$ cat src/rtl/odd_pkg.sv
package odd_pkg;
  typedef enum logic [1:0] {
    ST_RUN   = 2'd0,
    ST_ARM   = 2'd1,
    ST_SLEEP = 2'd2,
    ST_WAKE  = 2'd3
  } odd_state_e;

  typedef struct packed {
    logic dsg_en;
    logic pwr_down;
    logic thr_res;
    logic ocp_mon_en;
    logic ovc_forced;
  } odd_ctl_t;
endpackage

$ cat src/rtl/odd_rst_sync.sv
module odd_rst_sync #(
  parameter int STAGES = 2
) (
  input  logic clk,
  input  logic rst_n,
  output logic rst_sync_n
);
  logic [STAGES-1:0] chain_q;

  always_ff @(posedge clk or negedge rst_n) begin
    if (!rst_n) chain_q <= '0;
    else        chain_q <= {chain_q[STAGES-2:0], 1'b1};
  end

  assign rst_sync_n = chain_q[STAGES-1];
endmodule

$ cat src/rtl/odd_cell_merge.sv
module odd_cell_merge #(
  parameter int NCELL = 2
) (
  input  logic [NCELL-1:0] lo_det,
  input  logic [NCELL-1:0] lo_res,
  input  logic [NCELL-1:0] hi_chg,
  output logic             det_any,
  output logic             res_clear,
  output logic             hi_any
);
  logic [NCELL:0] det_chain;
  logic [NCELL:0] res_chain;
  logic [NCELL:0] hi_chain;

  assign det_chain[0] = 1'b0;
  assign res_chain[0] = 1'b0;
  assign hi_chain[0]  = 1'b0;

  for (genvar c = 0; c < NCELL; c++) begin : g_cell
    assign det_chain[c+1] = det_chain[c] | lo_det[c];
    assign res_chain[c+1] = res_chain[c] | lo_res[c];
    assign hi_chain[c+1]  = hi_chain[c]  | hi_chg[c];
  end

  assign det_any   = det_chain[NCELL];
  assign res_clear = ~res_chain[NCELL];
  assign hi_any    = hi_chain[NCELL];
endmodule

$ cat src/rtl/odd_delay.sv
module odd_delay #(
  parameter int DLY_CYCLES = 750000
) (
  input  logic clk,
  input  logic rst_n,
  input  logic arm,
  output logic expired
);
  localparam int CW = $clog2(DLY_CYCLES + 1);
  localparam logic [CW-1:0] LAST = CW'(DLY_CYCLES - 1);

  logic [CW-1:0] cnt_q;
  logic [CW-1:0] cnt_d;
  logic          cnt_en;
  logic          at_last;

  assign at_last = (cnt_q == LAST);
  assign expired = arm & at_last;
  assign cnt_en  = arm | (cnt_q != '0);

  always_comb begin
    if (!arm)         cnt_d = '0;
    else if (at_last) cnt_d = cnt_q;
    else              cnt_d = cnt_q + CW'(1);
  end

  always_ff @(posedge clk or negedge rst_n) begin
    if (!rst_n)      cnt_q <= '0;
    else if (cnt_en) cnt_q <= cnt_d;
  end
endmodule

$ cat src/rtl/odd_fsm.sv
module odd_fsm
  import odd_pkg::*;
(
  input  logic       clk,
  input  logic       rst_n,
  input  logic       det_any,
  input  logic       res_clear,
  input  logic       chg,
  input  logic       dly_expired,
  output logic       dly_arm,
  output odd_state_e state
);
  odd_state_e state_q;
  odd_state_e state_d;

  assign dly_arm = det_any & ((state_q == ST_RUN) | (state_q == ST_ARM));

  always_comb begin
    state_d = state_q;
    unique case (state_q)
      ST_RUN: begin
        if (det_any) state_d = ST_ARM;
      end
      ST_ARM: begin
        if (!det_any)         state_d = ST_RUN;
        else if (dly_expired) state_d = ST_SLEEP;
      end
      ST_SLEEP: begin
        if (res_clear) state_d = ST_RUN;
        else if (chg)  state_d = ST_WAKE;
      end
      ST_WAKE: begin
        if (!det_any)  state_d = ST_RUN;
        else if (!chg) state_d = ST_SLEEP;
      end
      default: state_d = ST_RUN;
    endcase
  end

  always_ff @(posedge clk or negedge rst_n) begin
    if (!rst_n) state_q <= ST_RUN;
    else        state_q <= state_d;
  end

  assign state = state_q;
endmodule

$ cat src/rtl/odd_outdec.sv
module odd_outdec
  import odd_pkg::*;
(
  input  odd_state_e state,
  output odd_ctl_t   ctl
);
  always_comb begin
    ctl = '{dsg_en: 1'b1, pwr_down: 1'b0, thr_res: 1'b0,
            ocp_mon_en: 1'b1, ovc_forced: 1'b1};
    unique case (state)
      ST_RUN, ST_ARM: ;
      ST_SLEEP: begin
        ctl.dsg_en     = 1'b0;
        ctl.pwr_down   = 1'b1;
        ctl.thr_res    = 1'b1;
        ctl.ocp_mon_en = 1'b0;
        ctl.ovc_forced = 1'b0;
      end
      ST_WAKE: ctl.dsg_en = 1'b0;
      default: ;
    endcase
  end
endmodule

$ cat src/rtl/odd_guard.sv
module odd_guard
  import odd_pkg::*;
#(
  parameter int NCELL      = 2,
  parameter int DLY_CYCLES = 750000
) (
  input  logic             clk,
  input  logic             rst_n,
  input  logic [NCELL-1:0] cell_lo_det,
  input  logic [NCELL-1:0] cell_lo_res,
  input  logic [NCELL-1:0] cell_hi_chg,
  input  logic             chg_present,
  output logic             dsg_en,
  output logic             pwr_down,
  output logic             thr_res,
  output logic             ocp_mon_en,
  output logic             ovc_mon_en
);
  logic       rst_core_n;
  logic       det_any;
  logic       res_clear;
  logic       hi_any;
  logic       dly_arm;
  logic       dly_expired;
  odd_state_e state;
  odd_ctl_t   ctl;

  odd_rst_sync #(.STAGES(2)) u_rst (
    .clk        (clk),
    .rst_n      (rst_n),
    .rst_sync_n (rst_core_n)
  );

  odd_cell_merge #(.NCELL(NCELL)) u_merge (
    .lo_det    (cell_lo_det),
    .lo_res    (cell_lo_res),
    .hi_chg    (cell_hi_chg),
    .det_any   (det_any),
    .res_clear (res_clear),
    .hi_any    (hi_any)
  );

  odd_delay #(.DLY_CYCLES(DLY_CYCLES)) u_dly (
    .clk     (clk),
    .rst_n   (rst_core_n),
    .arm     (dly_arm),
    .expired (dly_expired)
  );

  odd_fsm u_fsm (
    .clk         (clk),
    .rst_n       (rst_core_n),
    .det_any     (det_any),
    .res_clear   (res_clear),
    .chg         (chg_present),
    .dly_expired (dly_expired),
    .dly_arm     (dly_arm),
    .state       (state)
  );

  odd_outdec u_dec (
    .state (state),
    .ctl   (ctl)
  );

  assign dsg_en     = ctl.dsg_en;
  assign pwr_down   = ctl.pwr_down;
  assign thr_res    = ctl.thr_res;
  assign ocp_mon_en = ctl.ocp_mon_en;
  assign ovc_mon_en = ctl.ovc_forced | hi_any;
endmodule

$ cat config.mk
export PLATFORM = sky130hd
export DESIGN_NAME = odd_guard
export DESIGN_NICKNAME = d
export VERILOG_FILES = /design/src/rtl/odd_pkg.sv /design/src/rtl/odd_rst_sync.sv /design/src/rtl/odd_cell_merge.sv /design/src/rtl/odd_delay.sv /design/src/rtl/odd_fsm.sv /design/src/rtl/odd_outdec.sv /design/src/rtl/odd_guard.sv
export SDC_FILE = /design/constraint.sdc
export NUM_CORES = 1
export LEC_CHECK = 0
export ABC_AREA = 1
export BUFFER_PORTS_ARGS = -buffer_cell sky130_fd_sc_hd__buf_2
export CAP_MARGIN = 20
export CORE_MARGIN = 1
export CORE_UTILIZATION = 40
export DETAILED_ROUTE_END_ITERATION = 6
export PLACE_DENSITY = 0.64
export REMOVE_ABC_BUFFERS = 1
export SLEW_MARGIN = 30
export SYNTH_ARGS = -nofsm -noshare
export SYNTH_HDL_FRONTEND = slang
export SYNTH_SLANG_ARGS = --single-unit
$ cat constraint.sdc
create_clock -name clk -period 1.6 [get_ports clk]
set_input_delay 0.32 -clock clk [delete_from_list [all_inputs] [get_ports clk]]
set_output_delay 0.32 -clock clk [all_outputs]
set_load 0.1 [all_outputs]
# == Word level (Yosys, flattened, before mapping) ==
# Cells that the tools add are included.
# W data, S select, Z words.
# totals
reg_bits,24
latchBits,0
ramBits,0
romBits,0
inputBits,9
out_inout_bits,5
wordCells,38
mem_count,0
# op_classes
n_addsub,1
n_mul,0
n_div,0
n_lt_le_gt_ge,0
eq_ne,9
shift,0
muxes,12
bitwise,8
reduce_logical,5
# op_table
operator,count
$mux W20,2
$add A20 B1 Y20 const B,1
$eq A20 B20 Y1 const B,1
$reduce_bool A20 Y1,1
$mux W2,7
$ne A3 B3 Y1 const B,3
$pmux W2 S4,1
$or A1 B1 Y1,6
$eq A2 B2 Y1 const B,2
$mux W4,1
$reduce_and A4 Y1,1
$and A1 B1 Y1,2
$eq A2 B1 Y1 const B,1
$logic_not A2 Y1,1
$ne A2 B1 Y1 const B,1
$ne A2 B2 Y1 const B,1
$reduce_and A2 Y1,1
$reduce_or A2 Y1,1
$mux W1,1

# == Logic depth before layout (Yosys ltp) ==
# Gate-level depths: netlist of run 1.
# logic_depth
ltp_word,7
depth_mapped,9
ltp_nobuf,9

# == Modules after synthesis ==
# Synthesis of run 1 repeated with hierarchy kept, for this count alone.
# unflattened
cells_unflattened,260
area_unflattened_um2,1724.2
# by_module_without_submodules
module,n_inst,cells_per_inst,area_per_inst_um2,seq_area_each_um2
odd_delay,1,215,1448.9,500.5
odd_fsm,1,26,151.4,50.0
odd_rst_sync,1,3,53.8,50.0
odd_outdec,1,6,32.5,0.0
odd_cell_merge,1,7,26.3,0.0
odd_guard,1,3,11.3,0.0

# == Least setup slack after synthesis of run 1 ==
# No wires, ideal clock.
# synth_path
path_type,register to output
startpoint,"register u_fsm.state_q[1], in the netlist u_fsm.state[1]"
endpoint,output ovc_mon_en
t_arrival_ns,3.462
required_ns,1.280
slack_ns,-2.182
stages_incl_launch_ff,4
path_buffers,0
path_cell_list,dfrtp_1 > inv_1 > nor2_1 > nand2_1
# synth_between
elab_chain_cells,3
# synth_lines
element,line,source
from (decl),odd_fsm.sv:13,odd_state_e state_q;
from (signal assigned),odd_fsm.sv:42,else state_q <= state_d;
$eq A2 B2 Y1,odd_outdec.sv:10,unique case (state)
$mux W4,odd_outdec.sv:10,
$or A1 B1 Y1,odd_guard.sv:70,assign ovc_mon_en = ctl.ovc_forced | hi_any;
to (decl),odd_guard.sv:17,output logic ovc_mon_en
# No other way between the ends.

# == Worst setup path after layout of run 1 ==
# layout_path
startpoint,"register u_fsm.state_q[1], in the netlist u_fsm.state[1]"
endpoint,output pwr_down
# layout_between
elab_chain_cells,2
# layout_lines
element,line,source
$eq A2 B2 Y1,odd_outdec.sv:10,
$mux W4,odd_outdec.sv:10,
to (decl),odd_guard.sv:14,"output logic pwr_down,"
# No other way between the ends.

==> results.cfg, run 1 <==
[cells_and_area]
areaGrowthSynthToFinish_pct = 20.9
seqCellArea_um2 = 601
final_nets = 249
num-fill-cells = 401
n_antenna_cell = 0
multi_input_area_um2 = 822
fin_util = 0.508
drive_gt1_frac = 0.177

[setup_path]
r2r_end = u_dly.cnt_q[18]$_DFFE_PN0P_
r2r_slack_ns = 0.09
cp_max_fo = 5
critPathRequiredTime_ns = 1.28
r2r-start = u_dly.cnt_q[0]$_DFFE_PN0P_
rr_worst_depth = 8
critPathKind = reg2out
startpoint_type = flop
arrival_ns = 1.21
crit_path_end_kind = output pin

[yosys]
ys_warn_count = 0
yosysUniqueCellTypes = 29
synth_seq_cells = 24
syn_avg_cell_area_um2 = 7.17
post_synth_most_frequent_cells = nor2_1, nand2_1, inv_1, dfrtp_1, nand3_1
synthFlopType = dfrtp_1
netlist_area_um2 = 1550
synth_edf_count = 0
syn_inst = 216
synth_area_leaders = dfrtp_1, nor2_1, nand2_1
synth.most_common_cell = nor2_1
synth_top_cell_area_share = 0.388
async_reset_ff_frac = 1.00
yosysTopAreaCell = dfrtp_1
synth-seq-area-share = 0.388

[die]
die_area_um2 = 4130
fp.dieW_um = 64.2
rows = 22
core_um2 = 3690
die_y_um = 64.2
start_util = 0.420
io_pins = 14

[placement]
gp_congestion = 0.906
dp.final_hpwl_um = 2580
numPortBuffers = 13

[route]
ant_nets = 0
wl_per_cell_um = 11.8
drtIter0Drc = 84
wl_met2_um = 1540
drt-vias-per-instance = 4.82
via_count = 1374
drt-met1-wl_um = 1650
post-route-drc-count = 0
top_layer_used = met4
routed_wl_um = 3350
dr_wl_met3_um = 100
firstDrtPassIters = 4

[status]
status = completed

[grt]
track_usage = 0.178
grt_pass1_vias = 1287
grt_pass1_wl_um = 5780
overflow = 0
antenna_found_initial = 0
grt_max_degree = 17

[cts]
clock_latency_ns = 0.27
clock_path_buffers = 2
htree_levels = 1
cts.sinks = 24
cts_tree = yes
cts_buffers = 3
cts_root_buf = clkbuf_8
clk_pin_slew_ns = 0.09

[timing]
grt_setup_unrepaired = yes
fin_crit_ns = 1.53
finalSetupViolCount = 0
holdWs_ns = 0.188
fmax_mhz = 654
fin_crit_sh = 0.956
setup_tns_ns = 0
worst_clock_skew_ns = 0.00351
slew_viol_final = 0
finalHoldViolations = 0

[min_path]
hp-class = reg2async

[power_and_ir_drop]
p_leak_uw = 0.000924
irDropWorstVdd_mv = 1.32
powerDensity_nw_per_um2 = 1300

[flow_run]
drv_cap = 0
[per-layer routing]
layer | vias up | global-route usage
met5 | - | 0
met4 | 0 | 0.0278
met1 | 631 | 0.252
met3 | 6 | 0.0375
li1 | 706 | -
met2 | 31 | 0.283
[worst max-delay path by stage]
stage / start / endpoint / cells past startpoint
after floorplan: u_fsm.state[1]$_DFFE_PN0P_ / ovc_mon_en / 3
after detailed placement: u_dly.cnt_q[0]$_DFFE_PN0P_ / u_dly.cnt_q[18]$_DFFE_PN0P_ / 8
after CTS: u_fsm.state[1]$_DFFE_PN0P_ / pwr_down / 4
after global routing: u_dly.cnt_q[0]$_DFFE_PN0P_ / u_dly.cnt_q[15]$_DFFE_PN0P_ / 8
final: u_fsm.state[1]$_DFFE_PN0P_ / pwr_down / 4
after global placement: u_dly.cnt_q[0]$_DFFE_PN0P_ / u_dly.cnt_q[18]$_DFFE_PN0P_ / 8
[through the flow]
stage / instances / total power (uW) / setup WS [ns] / cell area (um^2)
3_5_place_dp: 279 / 1880 / 0.0713 / 1770
2_1_floorplan: 214 / 1440 / -3.87 / 1540
3_3_place_gp: 279 / 1870 / 0.0954 / 1770
5_1_grt: 285 / 2590 / -0.0138 / 1870
6_report: 285 / 2440 / 0.0703 / 1870
4_1_cts: 284 / 2430 / 0.000905 / 1850
[power breakdown]
part | switching [uW] | internal [uW] | total [uW]
Clock | 206 | 335 | 541
Sequential | 67.0 | 671 | 738
Combinational | 762 | 398 | 1160
[sequential cells by signal (all words and copies together) (netlist names)]
register       flops
u_dly.cnt_q       20
u_fsm.state        2
u_rst.chain_q      2
[layout make-up]
type,instances,share of cell area
Multi-Input combinational cell,155,0.439
Clock inverter,1,0.0160
Inverter,35,0.0701
Clock buffer,3,0.0220
Timing Repair Buffer,19,0.100
Tap cell,48,0.0321
Sequential cell,24,0.321
[critical path, stage by stage (launching register included)]
cell,delay [ns]
dfrtp_1,0.40
inv_2,0.15
nor2_2,0.06
buf_4,0.16
buf_12,0.16
[placed cells by master (no fill, tap or decap), drive strengths merged]
cell,Yosys,layout
nor2,49,49
nand2,43,43
inv,35,35
dfrtp,24,24
nand3,24,24
buf,1,18
xor2,9,9
nor3,7,7
nand4,5,5
o21ai,5,5
a21oi,3,3
clkbuf,1,3
xnor2,2,2
ha,2,2
nor4,1,1
or2,1,1
nand3b,1,1
a31oi,1,1
and2,1,1
bufinv,0,1
dlygate4sd3,0,1
conb,1,1
[logic make-up (layout without fill, tap and decap cells)]
| group | after synthesis | in the layout | share of synthesized area |
|---|---|---|---|
| buffers and inverters | 37 | 58 | 0.0921 |
| DFF | 24 | 24 | 0.388 |
| AOI/OAI and AO/OA | 9 | 9 | 0.0372 |
| xor gates and xnor gates | 11 | 11 | 0.0622 |
| adders and majority gates | 2 | 2 | 0.0162 |
| other | 1 | 1 | 0.00242 |
| and+or+nand+nor | 132 | 132 | 0.402 |
[timing repair]
item / CTS / global route
endpoints found under the setup margin: 4 / 8
setup buffers: 0 / 1
resized for setup: 1 / 4
pin swaps: 0 / 1
hold endpoints to repair: 2 / 0
hold buffers: 1 / 0
(Power assumes the default switching activity.)
==> run 2, diff against run 1 <==
ABC_AREA = unset   (was 1)
PLACE_DENSITY = 0.61   (was 0.64)
==> results.cfg, run 2 <==
[cells_and_area]
final_nets = 209
stdcell_area_um2 = 1970
final_common_cell = buf_4
largest_register_ffs = 20
top_register = u_dly.cnt_q
mostFrequentLayoutCells = buf_4, dfrtp_1, nor2_1
seqCellArea_um2 = 601
areaGrowthSynthToFinish_pct = 47.6
multi_input_area_um2 = 777
final_cells = 241
drive_gt1_frac = 0.442
n_antenna_cell = 0
num-fill-cells = 264

[timing]
grt_setup_unrepaired = yes
slew_viol_final = 0
layout_setup_ws_ns = -0.200
finalHoldViolations = 0
tightestPinTransition_ns = 0.645
fmax_mhz = 556
worst_clock_skew_ns = 0.00130
setup_tns_ns = -3.40
fin_crit_ns = 1.80
finalSetupViolCount = 22
slew_headroom = 0.566
fin_crit_sh = 1.12

[cts]
cts_tree = yes
htree_levels = 1
cts_buffers = 3
cts_root_buf = clkbuf_4
clock_path_buffers = 2
clock_latency_ns = 0.32
clk_pin_slew_ns = 0.13
cts.sinks = 24

[min_path]
hp-class = reg2async

[power_and_ir_drop]
p_leak_uw = 0.000848
p_seq_frac = 0.440
powerDensity_nw_per_um2 = 837
swShare = 0.316
p_comb_frac = 0.362
power_uw = 1650
p_int_uw = 1130
power.share.clock = 0.197
irDropWorstVdd_mv = 0.400
power.switching_uw = 521

[setup_path]
cp.buffers_inverters = 1
crit_start = u_dly.cnt_q[1]$_DFFE_PN0P_
cp.depth = 6
crit_chain = ha_2, nand3_2, or3_4, buf_4, or3_1, a21oi_1
cpMaxStageDelayCell = dfrtp_1
critPathKind = reg2reg
rr_worst_depth = 6
cp_max_fo = 5
startpoint_type = flop
crit_path_end_kind = flop
arrival_ns = 2.06
r2r-start = u_dly.cnt_q[1]$_DFFE_PN0P_
critPathRequiredTime_ns = 1.86
r2r_slack_ns = -0.20
cp_top_family = simple AND/OR/NAND/NOR gates
slowest_delay_ns = 0.42

[die]
die_area_um2 = 3570
die_y_um = 59.8
core_um2 = 3100
rows = 20
fp.dieW_um = 59.8
io_pins = 14
start_util = 0.430

[grt]
grt_pass1_wl_um = 5850
antenna_found_initial = 0
grt_max_degree = 14
grt_pass1_vias = 1243
overflow = 0
track_usage = 0.224

[flow_run]
drv_cap = 0

[route]
drt-vias-per-instance = 5.34
ant_nets = 0
routed_wl_um = 3500
firstDrtPassIters = 5
post-route-drc-count = 0
drtIter0Drc = 54
wl_per_cell_um = 14.5
via_count = 1288

[yosys]
yosysUniqueCellTypes = 35
synth_edf_count = 0
async_reset_ff_frac = 1.00
yosysTopAreaCell = dfrtp_1
synth_area_leaders = dfrtp_1, xnor2_1, nor2_1
netlist_area_um2 = 1340
synth_seq_cells = 24
synth.most_common_cell = dfrtp_1
post_synth_most_frequent_cells = dfrtp_1, nor2_1, nand2_1, xnor2_1, or3_1
synth-seq-area-share = 0.450
syn_avg_cell_area_um2 = 9.74
synth_top_cell_area_share = 0.450
ys_warn_count = 0
syn_inst = 137
synthFlopType = dfrtp_1

[placement]
gp_congestion = 0.809
dpl-instance-area_um2 = 1750
numPortBuffers = 13
dp.final_hpwl_um = 2510
dp_cells = 228

[status]
violations = setup timing
status = finished, violations left
-- run 2: changes by cell type after synthesis, sizes merged, moves of 7 or more --
cell,before,now
xor2,9,0
nand2,43,12
inv,35,7
nor2,49,14
nand3,24,7
xnor2,2,9
or3,0,8
-- run 2: cells by family after synthesis --
family | synth area share
buffers and inverters | 0.0337
XOR/XNOR | 0.0590
other | 0.00281
flip-flops | 0.450
AO/OA/AOI/OAI | 0.127
adder cells (fa/ha/maj) | 0.0187
AND/OR/NAND/NOR | 0.309
-- run 2: worst reg2reg max path, stage by stage (launching register included) --
cell     delay, ns
dfrtp_1       0.42
ha_2          0.20
nand3_2       0.08
or3_4         0.41
buf_4         0.15
or3_1         0.34
a21oi_1       0.13
-- run 2: worst paths after layout --
path	end
worst max-delay path	u_dly.cnt_q[16]$_DFFE_PN0P_
worst min-delay path	u_dly.cnt_q[11]$_DFFE_PN0P_
worst max register to register	u_dly.cnt_q[16]$_DFFE_PN0P_
worst min register to register	u_dly.cnt_q[11]$_DFFE_PN0P_
max in group asynchronous	u_dly.cnt_q[0]$_DFFE_PN0P_
min in group clk	u_fsm.state[0]$_DFFE_PN0P_
-- run 2: layout make-up --
type                    count  area share
repair buffers             57       0.241
well taps                  44      0.0279
clock buffers               4      0.0184
multi-input cells         105       0.394
flip-flops and latches     24       0.305
inverters                   7      0.0133
-- run 2: power groups by stage --
stage / logic, uW / clock network (uW) / registers (uW)
finish: 597 / 325 / 726
global route: 650 / 359 / 735
CTS: 575 / 336 / 723
detailed placement: 479 / 0 / 735
global placement: 466 / 0 / 731
floorplan: 216 / 0 / 761
-- run 2: through the flow --
step / hold WS, ns / utilization / setup WS [ns]
finish: 0.193 / 0.635 / -0.200
global route: 0.232 / 0.635 / -0.276
global placement: 0.105 / 0.565 / -0.243
CTS: 0.206 / 0.625 / -0.182
detailed placement: 0.108 / 0.565 / -0.326
floorplan: 0.0244 / - / -4.61
-- run 2: timing repair --
| action | 4_1_cts | 5_1_grt |
|---|---|---|
| gates cloned | 1 | 0 |
| buffers inserted | 8 | 2 |
| resized for setup | 20 | 9 |
| endpoints found under the setup margin | 23 | 26 |
| pin swaps | 23 | 9 |
| hold endpoints to repair | 2 | 0 |
| hold buffers | 1 | 0 |
-- run 2: routing by layer --
| metal | share of wire | track usage |
|---|---|---|
| met5 | 0 | 0 |
| met3 | 0.029 | 0.0238 |
| met2 | 0.48 | 0.363 |
| met4 | 0.013 | 0.0864 |
| met1 | 0.48 | 0.307 |
==> run 3, diff against run 2 <==
BUFFER_PORTS_ARGS = unset   (was -buffer_cell sky130_fd_sc_hd__buf_2)
DONT_BUFFER_PORTS = 1   (was unset)
PLACE_DENSITY = 0.57   (was 0.61)
==> results.cfg, run 3 (synthesized netlist as in run 2, its figures left out) <==
[timing]
fin_crit_sh = 1.15
worst_clock_skew_ns = 0.00371
finalSetupViolCount = 22
finalHoldViolations = 0
tightestPinTransition_ns = 0.702
fmax_mhz = 543
slew_viol_final = 0
grt_setup_unrepaired = yes
layout_setup_ws_ns = -0.243
slew_headroom = 0.529
fin_crit_ns = 1.84

[power_and_ir_drop]
power.switching_uw = 531
irDropWorstVdd_mv = 0.559
powerDensity_nw_per_um2 = 917
swShare = 0.305
power.share.clock = 0.260
p_leak_uw = 0.000797
p_seq_frac = 0.419
p_comb_frac = 0.321
p_int_uw = 1210

[cells_and_area]
stdcell_area_um2 = 1900
num-fill-cells = 283
mostFrequentLayoutCells = buf_4, dfrtp_1, nor2_1
final_nets = 198
fin_util = 0.612
drive_gt1_frac = 0.414
areaGrowthSynthToFinish_pct = 42.2
largest_register_ffs = 20
top_register = u_dly.cnt_q
final_common_cell = buf_4
n_antenna_cell = 0

[cts]
htree_levels = 1
cts_tree = yes
clock_path_buffers = 2
cts_buffers = 3
clk_pin_slew_ns = 0.14
clock_latency_ns = 0.32
cts_root_buf = clkbuf_4
cts.sinks = 24

[route]
firstDrtPassIters = 4
via_count = 1252
wl_per_cell_um = 15.1
post-route-drc-count = 0
routed_wl_um = 3480
drtIter0Drc = 45
ant_nets = 0
drt-vias-per-instance = 5.44

[die]
die_y_um = 59.8
rows = 20
io_pins = 14
die_area_um2 = 3570
fp.dieW_um = 59.8
start_util = 0.430
core_um2 = 3100

[status]
violations = setup timing
status = finished, violations left

[placement]
dpl-instance-area_um2 = 1680
dp.final_hpwl_um = 2410
numPortBuffers = 0
gp_congestion = 0.848

[setup_path]
critPathKind = reg2reg
critPathRequiredTime_ns = 1.86
startpoint_type = flop
cp_max_fo = 7
crit_path_end_kind = flop
arrival_ns = 2.11

[grt]
grt_max_degree = 23
antenna_found_initial = 0
track_usage = 0.214
overflow = 0
grt_pass1_vias = 1227
grt_pass1_wl_um = 5690

[min_path]
hp-class = in2reg

[flow_run]
drv_cap = 0
-- run 3: cell count changes in the layout (fill, tap and decap cells not counted), sizes merged --
| cell | change |
|---|---|
| buf | -10 |
| bufinv | +1 |
| clkbuf | -2 |
-- run 3: worst paths after layout --
path	endpoint	depth (start not counted)	start	slack, ns
max in group asynchronous	u_fsm.state[0]$_DFFE_PN0P_	1	u_rst.chain_q[1]$_DFF_PN0_	1.14
worst max-delay path	u_dly.cnt_q[7]$_DFFE_PN0P_	6	u_dly.cnt_q[9]$_DFFE_PN0P_	-0.24
min in group asynchronous	u_rst.chain_q[0]$_DFF_PN0_	1	rst_n	0.20
worst min register to register	u_dly.cnt_q[1]$_DFFE_PN0P_	1	u_rst.chain_q[1]$_DFF_PN0_	0.22
worst max register to register	u_dly.cnt_q[7]$_DFFE_PN0P_	6	u_dly.cnt_q[9]$_DFFE_PN0P_	-0.24
worst min-delay path	u_fsm.state[0]$_DFFE_PN0P_	1	chg_present	0.13
-- run 3: routing by layer --
| layer | routed length [um] | track usage | part of all wire | vias up |
|---|---|---|---|---|
| li1 | - | - | - | 604 |
| met1 | 1630 | 0.300 | 0.47 | 616 |
| met2 | 1690 | 0.349 | 0.49 | 27 |
| met3 | 120 | 0.0260 | 0.035 | 5 |
| met4 | 34 | 0.0565 | 0.0098 | 0 |
| met5 | 0 | 0 | 0 | - |
-- run 3: area by class of cell --
class | instances | area (um^2) | area share
Clock buffer | 3 | 22.5 | 0.0119
Tap cell | 44 | 55.1 | 0.0290
Multi-Input combinational cell | 105 | 767 | 0.404
Inverter | 7 | 26.3 | 0.0138
Sequential cell | 24 | 602 | 0.317
Timing Repair Buffer | 46 | 395 | 0.208
Clock inverter | 1 | 30.0 | 0.0158
-- run 3: power groups by stage --
stage	sequential [uW]	clock (uW)	combinational, uW
3_5_place_dp	742	0	458
5_1_grt	737	481	615
6_report	729	453	558
2_1_floorplan	761	0	216
4_1_cts	729	454	548
3_3_place_gp	737	0	440
-- run 3: repair_timing --
action	CTS	global route
gates cloned	1	0
resized for setup	15	11
hold buffers	1	0
setup endpoints to repair	25	25
pin swaps	19	7
setup buffers	5	2
endpoints found under the hold margin	2	0
-- run 3: through the flow --
step | setup WS, ns | total power (uW) | cells | TNS [ns] | hold slack (ns)
3_5_place_dp | -0.307 | 1200 | 217 | -4.59 | 0.0245
6_report | -0.243 | 1740 | 230 | -4.21 | 0.131
4_1_cts | -0.210 | 1730 | 228 | -3.20 | 0.127
5_1_grt | -0.335 | 1830 | 230 | -6.15 | 0.129
2_1_floorplan | -4.61 | 976 | 135 | -16.65 | 0.0244
3_3_place_gp | -0.228 | 1180 | 217 | -3.76 | 0.0245
-- run 3: critical path, stage by stage, from the launching register on --
cell	delay, ns
dfrtp_1	0.41
or4_4	0.54
buf_6	0.14
nor4_4	0.30
buf_4	0.18
a21oi_4	0.10
nor2_1	0.12
